`config.mk`:
```
export PLATFORM = sky130hd
export DESIGN_NAME = adc_sar_seq
export DESIGN_NICKNAME = d
export VERILOG_FILES = /design/src/rtl/adc_sar_pkg.sv /design/src/rtl/adc_presc.sv /design/src/rtl/adc_start_ctl.sv /design/src/rtl/adc_sar_fsm.sv /design/src/rtl/adc_sar_seq.sv
export SDC_FILE = /design/constraint.sdc
export NUM_CORES = 1
export LEC_CHECK = 0
export BUFFER_PORTS_ARGS = -buffer_cell sky130_fd_sc_hd__buf_2
export CORE_ASPECT_RATIO = 0.7
export CORE_MARGIN = 2
export CORE_UTILIZATION = 45
export DETAILED_ROUTE_END_ITERATION = 16
export MAX_ROUTING_LAYER = met4
export PLACE_DENSITY = 0.77
export SLEW_MARGIN = 40
export SYNTH_ARGS = -nofsm -noshare
export SYNTH_HDL_FRONTEND = slang
export SYNTH_HIERARCHICAL = 1
export SYNTH_SLANG_ARGS = --single-unit
```
`constraint.sdc`:
```
create_clock -name clk_i -period 1.95 [get_ports clk_i]
set_input_delay 0.585 -clock clk_i [delete_from_list [all_inputs] [get_ports clk_i]]
set_output_delay 0.585 -clock clk_i [all_outputs]
set_load 0.02 [all_outputs]
```
`src/rtl/adc_sar_pkg.sv`:
```
package adc_sar_pkg;
  typedef enum logic [1:0] {
    ST_IDLE  = 2'd0,
    ST_SAMP  = 2'd1,
    ST_TRIAL = 2'd2,
    ST_DONE  = 2'd3
  } sar_state_e;
endpackage

```
`src/rtl/adc_presc.sv`:
```
module adc_presc #(
  parameter int unsigned PS_W  = 7,
  parameter int unsigned SEL_W = 3
) (
  input  logic             clk_i,
  input  logic             rst_ni,
  input  logic             en_i,
  input  logic [SEL_W-1:0] sel_i,
  output logic             tick_o
);
  logic [PS_W-1:0]  cnt_q;
  logic [PS_W-1:0]  mask;
  logic [SEL_W-1:0] shift;

  // code 0 shares the divide-by-2 tap with code 1
  assign shift = (sel_i == '0) ? SEL_W'(1) : sel_i;

  for (genvar i = 0; i < PS_W; i++) begin : g_mask
    assign mask[i] = (32'(shift) > i);
  end

  always_ff @(posedge clk_i or negedge rst_ni) begin
    if (!rst_ni)    cnt_q <= '0;
    else if (!en_i) cnt_q <= '0;
    else            cnt_q <= cnt_q + 1'b1;
  end

  assign tick_o = en_i && ((cnt_q & mask) == mask);
endmodule

```
`src/rtl/adc_start_ctl.sv`:
```
module adc_start_ctl (
  input  logic clk_i,
  input  logic rst_ni,
  input  logic en_i,
  input  logic start_i,
  input  logic free_run_i,
  input  logic conv_end_i,
  output logic busy_o
);
  always_ff @(posedge clk_i or negedge rst_ni) begin
    if (!rst_ni)                       busy_o <= 1'b0;
    else if (!en_i)                    busy_o <= 1'b0;
    else if (start_i)                  busy_o <= 1'b1;
    else if (conv_end_i && !free_run_i) busy_o <= 1'b0;
  end
endmodule

```
`src/rtl/adc_sar_fsm.sv`:
```
module adc_sar_fsm
  import adc_sar_pkg::*;
#(
  parameter int unsigned RES_W = 10,
  parameter int unsigned CH_W  = 3
) (
  input  logic             clk_i,
  input  logic             rst_ni,
  input  logic             en_i,
  input  logic             tick_i,
  input  logic             go_i,
  input  logic             free_run_i,
  input  logic [CH_W-1:0]  chan_sel_i,
  input  logic             cmp_i,
  output logic [RES_W-1:0] trial_o,
  output logic [CH_W-1:0]  chan_o,
  output logic [RES_W-1:0] result_o,
  output logic             conv_end_o,
  output logic             done_o
);
  localparam int unsigned IDX_W = $clog2(RES_W);

  sar_state_e       state_q;
  logic [IDX_W-1:0] idx_q;
  logic [RES_W-1:0] code_q, code_nxt;

  always_comb begin
    code_nxt = code_q;
    code_nxt[idx_q] = cmp_i;
    if (idx_q != '0) code_nxt[idx_q - 1'b1] = 1'b1;
  end

  assign conv_end_o = tick_i && (state_q == ST_DONE);
  assign trial_o    = code_q;

  always_ff @(posedge clk_i or negedge rst_ni) begin
    if (!rst_ni) begin
      state_q  <= ST_IDLE;
      idx_q    <= '0;
      code_q   <= '0;
      chan_o   <= '0;
      result_o <= '0;
      done_o   <= 1'b0;
    end else if (!en_i) begin
      state_q <= ST_IDLE;
      code_q  <= '0;
      done_o  <= 1'b0;
    end else begin
      done_o <= conv_end_o;
      if (tick_i) begin
        unique case (state_q)
          ST_IDLE: if (go_i) begin
            chan_o  <= chan_sel_i;
            state_q <= ST_SAMP;
          end
          ST_SAMP: begin
            code_q  <= RES_W'(1) << (RES_W - 1);
            idx_q   <= IDX_W'(RES_W - 1);
            state_q <= ST_TRIAL;
          end
          ST_TRIAL: begin
            code_q <= code_nxt;
            if (idx_q == '0) state_q <= ST_DONE;
            else             idx_q   <= idx_q - 1'b1;
          end
          ST_DONE: begin
            result_o <= code_q;
            code_q   <= '0;
            if (free_run_i && go_i) begin
              chan_o  <= chan_sel_i;
              state_q <= ST_SAMP;
            end else begin
              state_q <= ST_IDLE;
            end
          end
          default: state_q <= ST_IDLE;
        endcase
      end
    end
  end
endmodule

```
`src/rtl/adc_sar_seq.sv`:
```
module adc_sar_seq #(
  parameter int unsigned RES_W = 10,
  parameter int unsigned CH_W  = 3,
  parameter int unsigned PS_W  = 7,
  parameter int unsigned SEL_W = 3
) (
  input  logic             clk_i,
  input  logic             rst_ni,
  input  logic             en_i,
  input  logic             start_i,
  input  logic             free_run_i,
  input  logic [CH_W-1:0]  chan_sel_i,
  input  logic [SEL_W-1:0] presc_sel_i,
  input  logic             cmp_i,
  output logic             busy_o,
  output logic [RES_W-1:0] trial_code_o,
  output logic [CH_W-1:0]  chan_o,
  output logic [RES_W-1:0] result_o,
  output logic             done_o
);
  logic tick, conv_end;

  adc_presc #(.PS_W(PS_W), .SEL_W(SEL_W)) i_presc (
    .clk_i, .rst_ni, .en_i, .sel_i(presc_sel_i), .tick_o(tick)
  );

  adc_start_ctl i_ctl (
    .clk_i, .rst_ni, .en_i, .start_i, .free_run_i,
    .conv_end_i(conv_end), .busy_o
  );

  adc_sar_fsm #(.RES_W(RES_W), .CH_W(CH_W)) i_fsm (
    .clk_i, .rst_ni, .en_i, .tick_i(tick), .go_i(busy_o), .free_run_i,
    .chan_sel_i, .cmp_i, .trial_o(trial_code_o), .chan_o,
    .result_o, .conv_end_o(conv_end), .done_o
  );
endmodule

```
[Word level (Yosys, flattened, before mapping)]
Cells that the tools add are included.
Storage, ports and cells
  bits in registers: 38
  output and inout bits: 25
  input bits: 12
Cells by class
  bitwise logic cells: 2
  $lt $le $gt $ge: 11
  equality and inequality tests: 12
  $add $sub $neg: 2
  reduce and logical (&&, ||, !) cells: 18
  muxes and demuxes: 26
Operators by type and width (number)
  $mux 10: 3
  $pmux 10 s3: 1
  $bwmux 10: 1
  $lt 4x5->1 const B: 2
  $or 10x10->10: 1
  $gt 3x3->1 const B: 3
  $mux 3: 3
  $demux 1 s4: 2
  $ge 4x1->1 const B: 2
  $mux 2: 4
  $pmux 2 s4: 1
  $pmux 4 s2: 1
  $add 7x1->7 const B: 1
  $and 7x7->7: 1
  $eq 7x7->1: 1
  $mux 1: 7
  $mux 7: 1
  $gt 3x1->1 const B: 2
  $gt 3x2->1 const B: 2
  $logic_and 1x1->1: 6
  $ne 2x2->1 const B: 3
  $pmux 3 s2: 1
  $reduce_and 3->1: 2
  $reduce_and 5->1: 1
  other kinds (17): 19

[Longest topological paths before layout]
  depth after elaboration: 11
  gate-level depth with buffers: 9
  gate-level depth less buffers: 7

[Cells and area by module]
Netlist, hierarchy kept.
Modules (own cells, without submodules)
  adc_sar_fsm: times used 1, area each 1808.0 um^2, cells each 182, seq. area each 750.7 um^2
  adc_presc: times used 1, area each 370.4 um^2, cells each 37, seq. area each 175.2 um^2
  adc_start_ctl: times used 1, area each 46.3 um^2, cells each 4, seq. area each 25.0 um^2

[Worst setup path after synthesis]
Ideal clock, no wire load.
  path type: input port to flip-flop
  start point: input presc_sel_i[0]
  end point: register i_fsm.chan_o[0]
  data required time: 1825 ps
  arrival time: 2017 ps
  slack: -192 ps
  cell stages on the path: 8
  setup time: 125 ps
  path buffers: 1
  cell sequence: nor2_1 -> o21ai_0 -> a211oi_1 -> and2_1 -> buf_2 -> nand2_1 -> nor2_1 -> mux2_2
Between the ends
  word-level cells in the longest chain between the ends: 7
  elaborated cells between the ends (all ways): 13
  classes of those cells: 7 x order compare; 1 x eq/ne; 1 x mux; 1 x bitwise; 3 x reduce/logical
Ends and longest elaborated chain
  start: declaration: RTL line adc_sar_seq.sv:13  | input logic [SEL_W-1:0] presc_sel_i,
  $logic_not 3->1: RTL line adc_presc.sv:16  | assign shift = (sel_i == '0) ? SEL_W'(1) : sel_i;
  $mux 3 *: RTL line adc_presc.sv:16
  $gt 3x1->1, or another cell as far along: RTL line adc_presc.sv:19  | assign mask[i] = (32'(shift) > i);
  $and 7x7->7: RTL line adc_presc.sv:28  | assign tick_o = en_i && ((cnt_q & mask) == mask);
  $eq 7x7->1 *: RTL line adc_presc.sv:28
  $logic_and 1x1->1 *: RTL line adc_presc.sv:28
  net tick: RTL line adc_sar_seq.sv:21  | logic tick, conv_end;
  $reduce_and 5->1 (no line) *
  end signal: assignment: RTL line adc_sar_fsm.sv:53  | chan_o <= chan_sel_i;
  end signal: assignment: RTL line adc_sar_fsm.sv:70  | chan_o <= chan_sel_i;
  end: declaration: RTL line adc_sar_fsm.sv:16  | output logic [CH_W-1:0] chan_o,
The timed path passes the listed nets; every way through them passes the cells marked *.
A chain may end at the register's enable or synchronous reset.

[Worst setup path in the final report]
  start point: register i_presc.cnt_q[1]
  end point: register i_fsm.code_q[8] (netlist: i_fsm/trial_o[8])
Between the ends
  word-level cells in the longest chain between the ends: 5
Ends and longest elaborated chain
  start: declaration: RTL line adc_presc.sv:11  | logic [PS_W-1:0] cnt_q;
  start signal: assignment: RTL line adc_presc.sv:25  | else cnt_q <= cnt_q + 1'b1;
  $and 7x7->7: RTL line adc_presc.sv:28
  $eq 7x7->1: RTL line adc_presc.sv:28
  $logic_and 1x1->1: RTL line adc_presc.sv:28
  net tick: RTL line adc_sar_seq.sv:21
  $ne 2x1->1 (no line)
  $reduce_and 2->1 (no line)
  end signal: assignment: RTL line adc_sar_fsm.sv:57  | code_q <= RES_W'(1) << (RES_W - 1);
  end signal: assignment: RTL line adc_sar_fsm.sv:62  | code_q <= code_nxt;
  end: declaration: RTL line adc_sar_fsm.sv:25  | logic [RES_W-1:0] code_q, code_nxt;
The timed path passes the listed nets, and every way through them passes these cells.

==> metrics <==
CP endpoint kind=flip-flop; Mapped Cells=223; Reg power frac=0.536; post-synthesis cell area=2220 sq um; Sink Count=38; switching part of the total=0.248; CP Launch Type=flip-flop; crit path launch=i_presc/cnt_q[1]; Detailed Place HPWL=3940 microns; clock root buffer=clkbuf_8; share of cells above drive strength 1=0.393; placement row count=21; Pre-Repair DR Iteration Count=4; Place WS=-0.279 ns; clock slew at reported path FFs=0.08 ns; Core Area=4780 sq um; synthesis-to-finish area growth=29.8%; chip width=just under 90 microns; initial antenna violation count=0; PortBufs=36; Peak VDD IR=274 uV; die extent in y=62.8 microns; period utilization=0.979; Data required, critical path=around 2.2 ns; global-route wire length before repair=9010 microns; Post-Syn Area per Cell=9.98 sq um; commonest non-fill, non-tap cell in the layout=buf_2; Slew Limit Fails=0; Starting DRT DRC Count=142; WS Path Type=flip-flop to flip-flop; final worst slack=0.0401 ns; final hold vios=0; Main synth FF type=dfrtp_1; Routed WL per cell=approximately 16 microns; Worst Max-Slew Pin Slew=0.480 ns; hold_ws=0.238 ns; diodes inserted=0; die area=5530 sq um; Total GRT Usage=0.214; post-synthesis sequential area ratio=0.427; DRT Wirelength=5520 microns; Design Power=roughly 0.0015 W; Max FO, Critical Path=5; max_cap viols=0; Gate power share=0.087; most frequent cells in the layout=37 x buf_2, 36 x dfrtp_1, 27 x buf_4, 15 x nand2_1, 13 x o21ai_0; Boundary Pins=37; switching power=about 0.00038 W; final setup violation count=0; Netlist cell types=45; Worst EP arrival=between 2 and 2.5 ns; GPL Wtd Cong=0.888; post-layout min period=1.91 ns; Slew headroom=0.679; Min-Delay Path Class=primary input to asynchronous set/reset pin; Post-synth EDFFs=0; CTS buffer count=5; vias per inst=approximately 5.6; vias in the first global route=about 1900; total grt overflow=0; PwrDens=between 500 and 600 nW/um^2; reg-to-reg startpoint=i_presc/cnt_q[1]; remaining antenna violation count=0; Clock Latency Late Sink=0.29 ns; yosys warns=6; Final Core Density=0.604; CTS tree=yes; Static Leak=~1.4 nW; H-tree Lvls=2; Final nets=309; Clk pwr share=0.377; CTS Buffer Depth=2; Synth Register Bits=38; async set-reset flop share out of synthesis=1.00; Fmax=0.524 GHz; Vias=1993; DRC violations left=0; Final TNS setup=0 ns; internal cell power=0.00114 W; Worst Skew=0.00845 ns; Post-Syn Nets=248; Starting Density=0.465; outcome=finished, final reports clean; largest net degree at the start of global routing=21; R2R Setup Slk=~0.04 ns
## layout make-up
class	count	area, sq um
sequential	38	953
clock inverter	2	12.5
inverter	14	57.6
timing repair buffer	66	419
clock buffer	6	82.6
fill	403	1890
multi-input combinational	159	1280
tap	69	86.3
## power by group through the flow
stage                     clock network, W  registers (W)  logic (W)
after floorplan                          0       0.000843  0.0000395
after global placement                   0       0.000829   0.000116
after detailed placement                 0       0.000830   0.000119
after CTS                         0.000586       0.000815   0.000120
after global routing              0.000629       0.000817   0.000145
final                             0.000573       0.000815   0.000132
## worst max-delay path, cell delays in order, from the launching register on
cell       delay [ns]
dfrtp_1          0.40
and3_4           0.21
o21ai_2          0.06
a211oi_2         0.21
buf_4            0.16
buf_4            0.13
o2111ai_4        0.14
buf_2            0.20
a31oi_1          0.16
o21ai_0          0.09
o21ai_0          0.08
## path summary, 6_finish.rpt
check / cells after the start / end
min reg2reg: 2 / i_fsm/result_o[0]
min in group clk_i: 2 / i_fsm/result_o[0]
max in group asynchronous: 2 / i_fsm/result_o[5]
max: 10 / i_fsm/trial_o[8]
max reg2reg: 10 / i_fsm/trial_o[8]
min: 1 / i_fsm/state_q[1]
## through the flow
step,std cells,cell area [sq um]
2_1_floorplan,223,2280
3_3_place_gp,342,2680
3_5_place_dp,342,2680
4_1_cts,350,2780
5_1_grt,354,2890
6_report,354,2890
## routing by layer
metal | global-route usage | share of wire | up-vias
met2 | 0.318 | 0.46 | 93
met1 | 0.288 | 0.45 | 956
li1 | - | - | 933
met3 | 0.0515 | 0.074 | 11
met4 | 0.0701 | 0.021 | 0
met5 | - | 0 | -
## state kept, by name, indices dropped and copies added (netlist names)
name / count
i_fsm/state_q: 2
i_fsm/idx_q: 4
i_fsm/chan_o: 3
i_presc/cnt_q: 7
i_ctl/busy_o: 1
i_fsm/trial_o: 10
i_fsm/done_o: 1
i_fsm/result_o: 10
## cell usage after synthesis, types with 2 or more instances
| cell type | count | area [sq um] |
|---|---|---|
| dfrtp_1 | 38 | 951 |
| o21ai_0 | 19 | 95.1 |
| nand2_1 | 17 | 63.8 |
| inv_1 | 14 | 52.6 |
| mux2_2 | 14 | 158 |
| ha_1 | 13 | 163 |
| a21oi_1 | 10 | 50.1 |
| nor2_1 | 10 | 37.5 |
| and2_1 | 7 | 43.8 |
| clkbuf_1 | 7 | 26.3 |
| mux2i_1 | 6 | 60.1 |
| nand4_1 | 5 | 31.3 |
| o221ai_1 | 5 | 43.8 |
| nand3_1 | 4 | 20.0 |
| nand3b_1 | 4 | 30.0 |
| nor4_1 | 4 | 25.0 |
| nand2b_1 | 3 | 18.8 |
| nor2b_1 | 3 | 18.8 |
| a22oi_1 | 2 | 15.0 |
| a31oi_1 | 2 | 12.5 |
| a32o_1 | 2 | 20.0 |
| a32oi_1 | 2 | 17.5 |
| and3_1 | 2 | 12.5 |
| buf_2 | 2 | 10.0 |
| buf_6 | 2 | 22.5 |
| nor3_1 | 2 | 10.0 |
| o2111ai_1 | 2 | 17.5 |
| o211ai_1 | 2 | 15.0 |
| o21ai_1 | 2 | 10.0 |
| or4b_1 | 2 | 20.0 |
| xnor2_1 | 2 | 17.5 |
## logic make-up (layout without fill, tap and decap cells)
logic type                 Yosys count  after routing  share of synthesized area
muxes                               20             20                     0.0979
xor gates and xnor gates             3              3                     0.0118
and+or+nand+nor                     67             67                      0.166
DFF                                 38             38                      0.427
buffers and inverters               26             88                     0.0517
adders and majority gates           13             13                     0.0731
AOI/OAI and AO/OA                   56             56                      0.172
## timing repair
action | in CTS | in global routing
gates cloned | 0 | 1
gates resized for setup | 1 | 21
pin swaps | 0 | 3
setup buffers | 0 | 3
endpoints found under the setup margin | 6 | 26
hold buffers | 0 | 0
No activity file was read; power rests on OpenSTA's default activity.
